[config.mk]
export PLATFORM = sky130hd
export DESIGN_NAME = expr_stack
export DESIGN_NICKNAME = d
export VERILOG_FILES = /design/src/rtl/expr_stack_pkg.sv /design/src/rtl/expr_stack_alu.sv /design/src/rtl/expr_stack_regs.sv /design/src/rtl/expr_stack_ctrl.sv /design/src/rtl/expr_stack.sv
export SDC_FILE = /design/constraint.sdc
export NUM_CORES = 1
export LEC_CHECK = 0
export ABC_AREA = 1
export CORE_ASPECT_RATIO = 1.4
export CORE_UTILIZATION = 35
export CTS_CLUSTER_SIZE = 14
export DETAILED_ROUTE_END_ITERATION = 12
export DONT_BUFFER_PORTS = 1
export HOLD_SLACK_MARGIN = 0.1
export SETUP_SLACK_MARGIN = 0.15
export SKIP_LAST_GASP = 1
export SLEW_MARGIN = 20
export SYNTH_ARGS = -nofsm -noshare
export SYNTH_HDL_FRONTEND = slang
export SYNTH_HIERARCHICAL = 1
export SYNTH_SLANG_ARGS = --single-unit
[constraint.sdc]
create_clock -name clk_i -period 6.2 [get_ports clk_i]
set_input_delay 0.93 -clock clk_i [delete_from_list [all_inputs] [get_ports clk_i]]
set_output_delay 0.93 -clock clk_i [all_outputs]
set_load 0.01 [all_outputs]
[src/rtl/expr_stack_pkg.sv]
package expr_stack_pkg;
  typedef enum logic [1:0] {
    CMD_NOP  = 2'd0,
    CMD_PUSH = 2'd1,
    CMD_POP  = 2'd2,
    CMD_EXEC = 2'd3
  } cmd_e;

  typedef enum logic [3:0] {
    OP_ADD = 4'd0,
    OP_SUB = 4'd1,
    OP_AND = 4'd2,
    OP_OR  = 4'd3,
    OP_XOR = 4'd4,
    OP_SHL = 4'd5,
    OP_SHR = 4'd6,
    OP_EQ  = 4'd7
  } op_e;
endpackage

[src/rtl/expr_stack_alu.sv]
module expr_stack_alu #(
  parameter int WIDTH = 32
) (
  input  logic [3:0]       op_i,
  input  logic [WIDTH-1:0] a_i,   // second word
  input  logic [WIDTH-1:0] b_i,   // top word
  output logic [WIDTH-1:0] res_o
);
  import expr_stack_pkg::*;
  localparam int SHW = $clog2(WIDTH);

  logic [SHW-1:0] sh;
  assign sh = b_i[SHW-1:0];

  always_comb begin
    res_o = '0;
    if (op_i[3]) begin
      res_o = op_i[0] ? (~b_i + 1'b1) : ~b_i;
    end else begin
      case (op_e'(op_i))
        OP_ADD: res_o = a_i + b_i;
        OP_SUB: res_o = a_i - b_i;
        OP_AND: res_o = a_i & b_i;
        OP_OR:  res_o = a_i | b_i;
        OP_XOR: res_o = a_i ^ b_i;
        OP_SHL: res_o = a_i << sh;
        OP_SHR: res_o = a_i >> sh;
        default: res_o = {{(WIDTH-1){1'b0}}, (a_i == b_i)};
      endcase
    end
  end
endmodule

[src/rtl/expr_stack_regs.sv]
module expr_stack_regs #(
  parameter int WIDTH = 32,
  parameter int DEPTH = 7,
  parameter int AW    = 3
) (
  input  logic             clk_i,
  input  logic             rst_ni,
  input  logic             we_i,
  input  logic [AW-1:0]    waddr_i,
  input  logic [WIDTH-1:0] wdata_i,
  input  logic [AW-1:0]    raddr0_i,
  input  logic [AW-1:0]    raddr1_i,
  output logic [WIDTH-1:0] rdata0_o,
  output logic [WIDTH-1:0] rdata1_o
);
  logic [WIDTH-1:0] slot_q [DEPTH];

  for (genvar g = 0; g < DEPTH; g++) begin : g_slot
    always_ff @(posedge clk_i or negedge rst_ni) begin
      if (!rst_ni)                           slot_q[g] <= '0;
      else if (we_i && waddr_i == AW'(g))    slot_q[g] <= wdata_i;
    end
  end

  // two independent read ports, out-of-range address reads zero
  always_comb begin
    rdata0_o = '0;
    rdata1_o = '0;
    for (int i = 0; i < DEPTH; i++) begin
      if (raddr0_i == AW'(i)) rdata0_o = slot_q[i];
      if (raddr1_i == AW'(i)) rdata1_o = slot_q[i];
    end
  end
endmodule

[src/rtl/expr_stack_ctrl.sv]
module expr_stack_ctrl #(
  parameter int DEPTH = 7,
  parameter int AW    = 3
) (
  input  logic          clk_i,
  input  logic          rst_ni,
  input  logic [1:0]    cmd_i,
  input  logic [3:0]    op_i,
  output logic [AW-1:0] depth_o,
  output logic          ovf_o,
  output logic          udf_o,
  output logic          we_o,
  output logic          sel_alu_o,
  output logic [AW-1:0] waddr_o
);
  import expr_stack_pkg::*;
  localparam logic [AW-1:0] FULL = AW'(DEPTH);

  logic [AW-1:0] depth_q, depth_d;
  logic          ovf_q, udf_q, ovf_set, udf_set;
  logic          unary;

  assign unary = op_i[3];

  always_comb begin
    depth_d   = depth_q;
    ovf_set   = 1'b0;
    udf_set   = 1'b0;
    we_o      = 1'b0;
    sel_alu_o = 1'b0;
    waddr_o   = depth_q;
    case (cmd_e'(cmd_i))
      CMD_PUSH: begin
        if (depth_q == FULL) ovf_set = 1'b1;
        else begin
          we_o    = 1'b1;
          depth_d = depth_q + 1'b1;
        end
      end
      CMD_POP: begin
        if (depth_q == '0) udf_set = 1'b1;
        else               depth_d = depth_q - 1'b1;
      end
      CMD_EXEC: begin
        if (unary) begin
          if (depth_q == '0) udf_set = 1'b1;
          else begin
            we_o      = 1'b1;
            sel_alu_o = 1'b1;
            waddr_o   = depth_q - 1'b1;
          end
        end else begin
          if (depth_q < AW'(2)) udf_set = 1'b1;
          else begin
            we_o      = 1'b1;
            sel_alu_o = 1'b1;
            waddr_o   = depth_q - AW'(2);
            depth_d   = depth_q - 1'b1;
          end
        end
      end
      default: ;
    endcase
  end

  always_ff @(posedge clk_i or negedge rst_ni) begin
    if (!rst_ni) begin
      depth_q <= '0;
      ovf_q   <= 1'b0;
      udf_q   <= 1'b0;
    end else begin
      depth_q <= depth_d;
      ovf_q   <= ovf_q | ovf_set;
      udf_q   <= udf_q | udf_set;
    end
  end

  assign depth_o = depth_q;
  assign ovf_o   = ovf_q;
  assign udf_o   = udf_q;
endmodule

[src/rtl/expr_stack.sv]
module expr_stack #(
  parameter int WIDTH = 32,
  parameter int DEPTH = 7,
  localparam int AW   = $clog2(DEPTH + 1)
) (
  input  logic             clk_i,
  input  logic             rst_ni,
  input  logic [1:0]       cmd_i,
  input  logic [3:0]       op_i,
  input  logic [WIDTH-1:0] data_i,
  output logic [WIDTH-1:0] top_o,
  output logic [WIDTH-1:0] next_o,
  output logic [AW-1:0]    depth_o,
  output logic             ovf_o,
  output logic             udf_o
);
  logic             we, sel_alu;
  logic [AW-1:0]    waddr, depth;
  logic [WIDTH-1:0] rd0, rd1, alu_res, wdata;

  expr_stack_ctrl #(.DEPTH(DEPTH), .AW(AW)) u_ctrl (
    .clk_i, .rst_ni, .cmd_i, .op_i,
    .depth_o(depth), .ovf_o, .udf_o,
    .we_o(we), .sel_alu_o(sel_alu), .waddr_o(waddr)
  );

  expr_stack_regs #(.WIDTH(WIDTH), .DEPTH(DEPTH), .AW(AW)) u_regs (
    .clk_i, .rst_ni,
    .we_i(we), .waddr_i(waddr), .wdata_i(wdata),
    .raddr0_i(depth - 1'b1), .raddr1_i(depth - AW'(2)),
    .rdata0_o(rd0), .rdata1_o(rd1)
  );

  expr_stack_alu #(.WIDTH(WIDTH)) u_alu (
    .op_i, .a_i(rd1), .b_i(rd0), .res_o(alu_res)
  );

  assign wdata   = sel_alu ? alu_res : data_i;
  assign top_o   = (depth != '0)     ? rd0 : '0;
  assign next_o  = (depth >= AW'(2)) ? rd1 : '0;
  assign depth_o = depth;
endmodule

==> results.toml, run 1 <==
[run_status]
outcome = "completed"

[critical_path]
cp_top_family = "simple AND/OR/NAND/NOR gates"
cp-end-kind = "flip-flop"
critical_path_class = "reg -> reg"
crit_cells = 26
required_ns = 6.58
slowest_delay_ns = 0.60
crit_path_start_kind = "flip-flop"
crit_fanout = 66
crit_path_top_delay_cell = "buf_4"
rrSetupSlack_ns = 0.61
arrival_ns = 5.97
crit_buf_inv = 9
r2r_cells = 26

[yosys]
synth_fp_nets = 4234
ys_async_sr_fraction_pct = 100.0
synth_top_area_share_pct = 23.43
synth_area_leaders = "dfrtp_1, nand2_1, nand3_1, inv_1, nand4_1"
synth_top_flop_cell = "dfrtp_1"
yosysWarnings = 6
synth_cells = 4078
yosysSeqAreaShare_pct = 23.43
ys_ff_latch = 229
netlist_area_um2 = 24450
synth.avg_cell_area_um2 = 5.997
yosysUniqueCellTypes = 56
synth_edf_count = 0
synth_top_cell_by_area = "dfrtp_1"

[global_route]
grt_pass1_vias = 26540
grt_max_degree = 122
overflow = 0
grt_util_all_layers_pct = 33.79
antenna_found_initial = 2
grt_pass1_wl_um = 176600

[drt]
drc = 0
wl_met3_um = 9200
highest_layer = "met5"
vias = 28270
wl_met1_um = 44710
via_per_inst = 5.696
first_pass_iters = 8
drtAntennaViolNets = 0
wl_met2_um = 56730
post_drt_wl_per_cell_um = 24.47
routed_wl_um = 121500
drtIter0Drc = 3469

[layout]
stdcell_count = 4964
multi_input_area_um2 = 15360
synthToLayoutAreaGrowth_pct = 6.907
regArea_um2 = 5732
fin_util_pct = 37.87
num-nets-final = 4182
fillers = 7793
layout-drive-gt1-share_pct = 8.030

[timing]
fmax_mhz = 178.8
grt_setup_unrepaired = "false"
fin_crit_ns = 5.593
fin_setup_tns_ns = 0
relSlewSlack_pct = 28.56
setup_violations = 0
fin_skew_ns = 0.01595
slew_viol_final = 0
hold_viol = 0
worst_pin_slew_ns = 1.072
fin_crit_sh_pct = 90.21
hold_ws_ns = 0.1200

[flow_run]
drv_cap = 0

[clock_tree]
cts_buffers = 21
cts_root_buf = "clkbuf_16"
cts_tree = "yes"
clk_pin_slew_worst_paths_ns = 0.07
cts_resized = 0
clock-sinks = 229
cts_buffer_depth = 3
cts_max_level = 1
clk_latency_ns = 0.53

[die]
die_area_um2 = 70950
coreArea_um2 = 69040
std_cell_rows = 114
start_util_pct = 35.42
die_y_um = 314.8
chipWidth_um = 225.4
ios = 109

[placed_design]
dpl.cell_count = 4930
gp_congestion = 1.047
dp_hpwl_um = 90780
io_buffers = 0

[worst_hold_path]
min-delay-path-class = "in -> async"
-- final cells by class --
| class | count | share of cell area, % |
|---|---|---|
| inverter | 539 | 7.801 |
| multi-input combinational | 3086 | 58.74 |
| clock inverter | 1 | 0.01914 |
| clock buffer | 31 | 2.230 |
| sequential | 229 | 21.92 |
| timing repair buffer | 149 | 4.834 |
| tap | 928 | 4.441 |
| antenna | 1 | 0.009572 |
-- kinds of logic (layout without fill, tap and decap cells) --
kind of cell	after synthesis	in the layout	share of synthesized area [%]
and+or+nand+nor	2426	2426	43.92
xor gates and xnor gates	5	5	0.1791
AOI/OAI and AO/OA	536	536	12.47
buffers and inverters	763	720	13.87
muxes	3	3	0.1228
adders and majority gates	116	116	5.996
other	0	1	0
DFF	229	229	23.43
-- flip-flops by register name, indices dropped and copies added (netlist names) --
name,cells
u_ctrl/depth_o,3
u_ctrl/udf_o,1
u_regs/slot_q,224
u_ctrl/ovf_o,1
-- per-stage QoR --
step                      setup WS (ns)  cell area (um^2)
after floorplan                   1.913             24450
after global placement           0.7123             25530
after detailed placement         0.7579             25530
after CTS                        0.7211             26140
after global routing             0.3200             26140
final                            0.6069             26140
-- cell usage after synthesis, types with 2 or more instances --
library cell  number
nand2_1         1223
nand3_1          515
inv_1            514
nor2_1           344
nand4_1          234
dfrtp_1          229
o21ai_0          146
o21ai_1          138
a21oi_1          130
ha_1             114
buf_2            109
o21ai_2           62
clkbuf_1          44
buf_6             38
o22ai_1           27
nor3_1            24
inv_2             19
and2_1            17
buf_4             16
nand2_2           15
nor2_2            14
buf_1             11
nand3b_1           9
o211ai_1           9
o21bai_1           7
nor3_2             6
a21oi_2            5
nand2_4            5
xor2_1             5
clkbuf_2           4
nor3_4             4
inv_4              3
mux2i_1            3
nor2_4             3
nor4_1             3
or2_1              3
a21boi_0           2
a31oi_1            2
fa_1               2
nand3_2            2
nor2_8             2
o211ai_2           2
-- worst register-to-register path, delay by kind of cell (launching register included) --
kind	cells	cell delay (ns)
flops	1	0.59
fa+ha+maj	2	0.66
buf+inv	9	1.67
compound gates	2	0.21
simple gates	13	2.34
-- worst paths after layout --
| path | to | start |
|---|---|---|
| max | u_regs/slot_q[209]$_DFFE_PN0P_ | u_ctrl/depth_o[2]$_DFFE_PN0P_ |
| min | u_regs/slot_q[143]$_DFFE_PN0P_ | rst_ni |
| max reg2reg | u_regs/slot_q[209]$_DFFE_PN0P_ | u_ctrl/depth_o[2]$_DFFE_PN0P_ |
| min reg2reg | u_regs/slot_q[99]$_DFFE_PN0P_ | u_regs/slot_q[99]$_DFFE_PN0P_ |
| max in group asynchronous | u_ctrl/depth_o[0]$_DFFE_PN0P_ | rst_ni |
| min in group clk_i | u_regs/slot_q[99]$_DFFE_PN0P_ | u_regs/slot_q[99]$_DFFE_PN0P_ |
-- layout by cell type (no fill, tap or decap), types with 10 or more instances in the layout --
cell type / Yosys / layout
o21ai_2: 62 / 62
buf_12: 1 / 10
nand2_2: 15 / 16
buf_4: 16 / 138
nor2_2: 14 / 14
o21ai_0: 146 / 146
dfrtp_1: 229 / 228
a21oi_1: 130 / 130
nor2_1: 344 / 343
o22ai_1: 27 / 27
clkbuf_16: 0 / 21
inv_1: 514 / 512
nor3_1: 24 / 24
o21ai_1: 138 / 138
and2_1: 17 / 17
ha_1: 114 / 113
nand4_1: 234 / 234
nand2_1: 1223 / 1222
nand3_1: 515 / 515
inv_2: 19 / 18
-- what timing repair did --
action	CTS	global route
setup endpoints to repair	0	0
hold buffers	1	0
setup buffers	0	0
hold endpoints to repair	109	0
-- per-layer routing --
metal / GRT usage (%) / vias to the layer above
met1: 39.83 / 13220
li1: - / 13180
met4: 24.80 / 2
met5: 0 / -
met2: 56.80 / 1509
met3: 3.551 / 370
Power of run 1 is left out: the tool's default activity adds up to more than one toggle a clock period on the data nets, which glitch-free logic cannot reach.
==> run 2: changes to the inputs <==
clock period = 5 ns   (was 6.2 ns; I/O delays follow)
==> results.toml, run 2 (synthesized netlist as in run 1, its figures left out) <==
[run_status]
outcome = "finished with violations"
violations = "hold timing"

[critical_path]
cp-end-kind = "flip-flop"
cp-startpoint = "u_ctrl/depth_o[0]$_DFFE_PN0P_"
critical_path_class = "reg -> reg"
arrival_ns = 5.07
r2r-end = "u_regs/slot_q[96]$_DFFE_PN0P_"
crit_path_start_kind = "flip-flop"
crit_fanout = 37
endpoint = "u_regs/slot_q[96]$_DFFE_PN0P_"
required_ns = 5.41
r2r_cells = 22
r2r-start = "u_ctrl/depth_o[0]$_DFFE_PN0P_"
rrSetupSlack_ns = 0.34

[clock_tree]
cts_max_level = 1
clock-sinks = 229
cts_buffer_depth = 3
clk_latency_ns = 0.53
cts_buffers = 21
cts_tree = "yes"
cts_root_buf = "clkbuf_16"
clk_pin_slew_worst_paths_ns = 0.07

[layout]
synthToLayoutAreaGrowth_pct = 12.66
largest_register_ffs = 224
diodes = 0
layout-drive-gt1-share_pct = 12.40
mostFrequentLayoutCells = "nand2_1, nand3_1, inv_1"
largest_register = "u_regs/slot_q"
final_common_cell = "nand2_1"
num-nets-final = 4327

[die]
ios = 109
die_y_um = 314.8
start_util_pct = 35.42
chipWidth_um = 225.4
std_cell_rows = 114
die_area_um2 = 70950
coreArea_um2 = 69040

[drt]
routed_wl_um = 124000
post_drt_wl_per_cell_um = 24.29
via_per_inst = 5.617
drtIter0Drc = 3237
vias = 28690
first_pass_iters = 8
drtAntennaViolNets = 0
drc = 0

[placed_design]
dp_hpwl_um = 93830
gp_congestion = 1.126
io_buffers = 0

[global_route]
grt_util_all_layers_pct = 34.33
grt_pass1_wl_um = 178700
grt_pass1_vias = 27410
antenna_found_initial = 0
grt_max_degree = 230
overflow = 0

[timing]
fin_crit_sh_pct = 93.11
setup_violations = 0
slew_viol_final = 0
grt_setup_unrepaired = "true"
worst_pin_slew_ns = 1.061
fin_setup_tns_ns = 0
fmax_mhz = 214.8
hold_viol = 70
hold_ws_ns = -0.09421
relSlewSlack_pct = 29.25
fin_crit_ns = 4.656
fin_skew_ns = 0.01467

[flow_run]
drv_cap = 0

[worst_hold_path]
min-delay-path-class = "in -> async"
[run 2: cell count changes in the layout (fill, tap and decap cells not counted), sizes merged]
cell,delta
buf,+144
bufinv,+2
clkbuf,-5
clkinv,+1
clkinvlp,+1
diode,-1
inv,+1
[run 2: timing repair]
action / in CTS / in global routing
resized for setup: 1 / 65
endpoints found under the setup margin: 1 / 206
buffers inserted: 0 / 7
cloned: 0 / 1
endpoints found under the hold margin: 229 / 229
pin swaps: 0 / 6
[run 2: worst min path at each step]
stage	start	to	slack [ns]	cells after the start
2_1_floorplan	rst_ni	u_ctrl/depth_o[0]$_DFFE_PN0P_	0.45	0
3_5_place_dp	rst_ni	u_regs/slot_q[60]$_DFFE_PN0P_	0.46	0
3_3_place_gp	rst_ni	u_regs/slot_q[60]$_DFFE_PN0P_	0.46	0
4_1_cts	rst_ni	u_regs/slot_q[29]$_DFFE_PN0P_	-0.10	0
5_1_grt	rst_ni	u_regs/slot_q[188]$_DFFE_PN0P_	-0.1	0
6_report	rst_ni	u_regs/slot_q[26]$_DFFE_PN0P_	-0.09	0
[run 2: per-layer routing]
| layer | share of wire, % | up-vias | global-route usage (%) | wire length (um) |
|---|---|---|---|---|
| met5 | 0 | - | 0 | 0 |
| met4 | 9.7 | 0 | 29.89 | 12040 |
| met3 | 7.5 | 377 | 4.911 | 9269 |
| met2 | 46 | 1427 | 55.84 | 57080 |
| met1 | 37 | 13430 | 39.45 | 45640 |
| li1 | - | 13460 | - | - |
[run 2: per-stage QoR]
stage | instances | setup WS, ns | utilization, % | area (um^2)
5_1_grt | 5107 | 0.09535 | 39.91 | 27550
2_1_floorplan | 4078 | 0.7129 | - | 24450
4_1_cts | 5099 | 0.1661 | 39.53 | 27290
3_3_place_gp | 5068 | 0.1930 | 38.62 | 26660
6_report | 5107 | 0.3444 | 39.91 | 27550
3_5_place_dp | 5068 | 0.1777 | 38.62 | 26660
[run 2: layout make-up]
type | instances | area (um^2)
well taps | 928 | 1161
multi-input cells | 3086 | 15490
repair buffers | 294 | 2492
inverters | 539 | 2046
flip-flops and latches | 229 | 5732
fillers | 7686 | 41480
clock buffers | 25 | 540.5
clock inverters | 6 | 86.33
[run 2: worst max-delay path, cell delays in order, from the launching register on]
cell and delay (ns):
dfrtp_2 0.42, clkinv_1 0.10, buf_4 0.52, inv_4 0.08, buf_4 0.28, nand4_1 0.13, nand3_1 0.09, nor2_1 0.11
nand4_1 0.28, inv_1 0.26, ha_1 0.34, inv_1 0.27, nand4_1 0.21, o41ai_2 0.37, buf_4 0.19, nand2_1 0.06
nand2_1 0.05, nand2_1 0.05, o21ai_0 0.15, buf_4 0.19, inv_1 0.04, buf_4 0.16, o21ai_0 0.17
Power of run 2 is left out for the same reason.
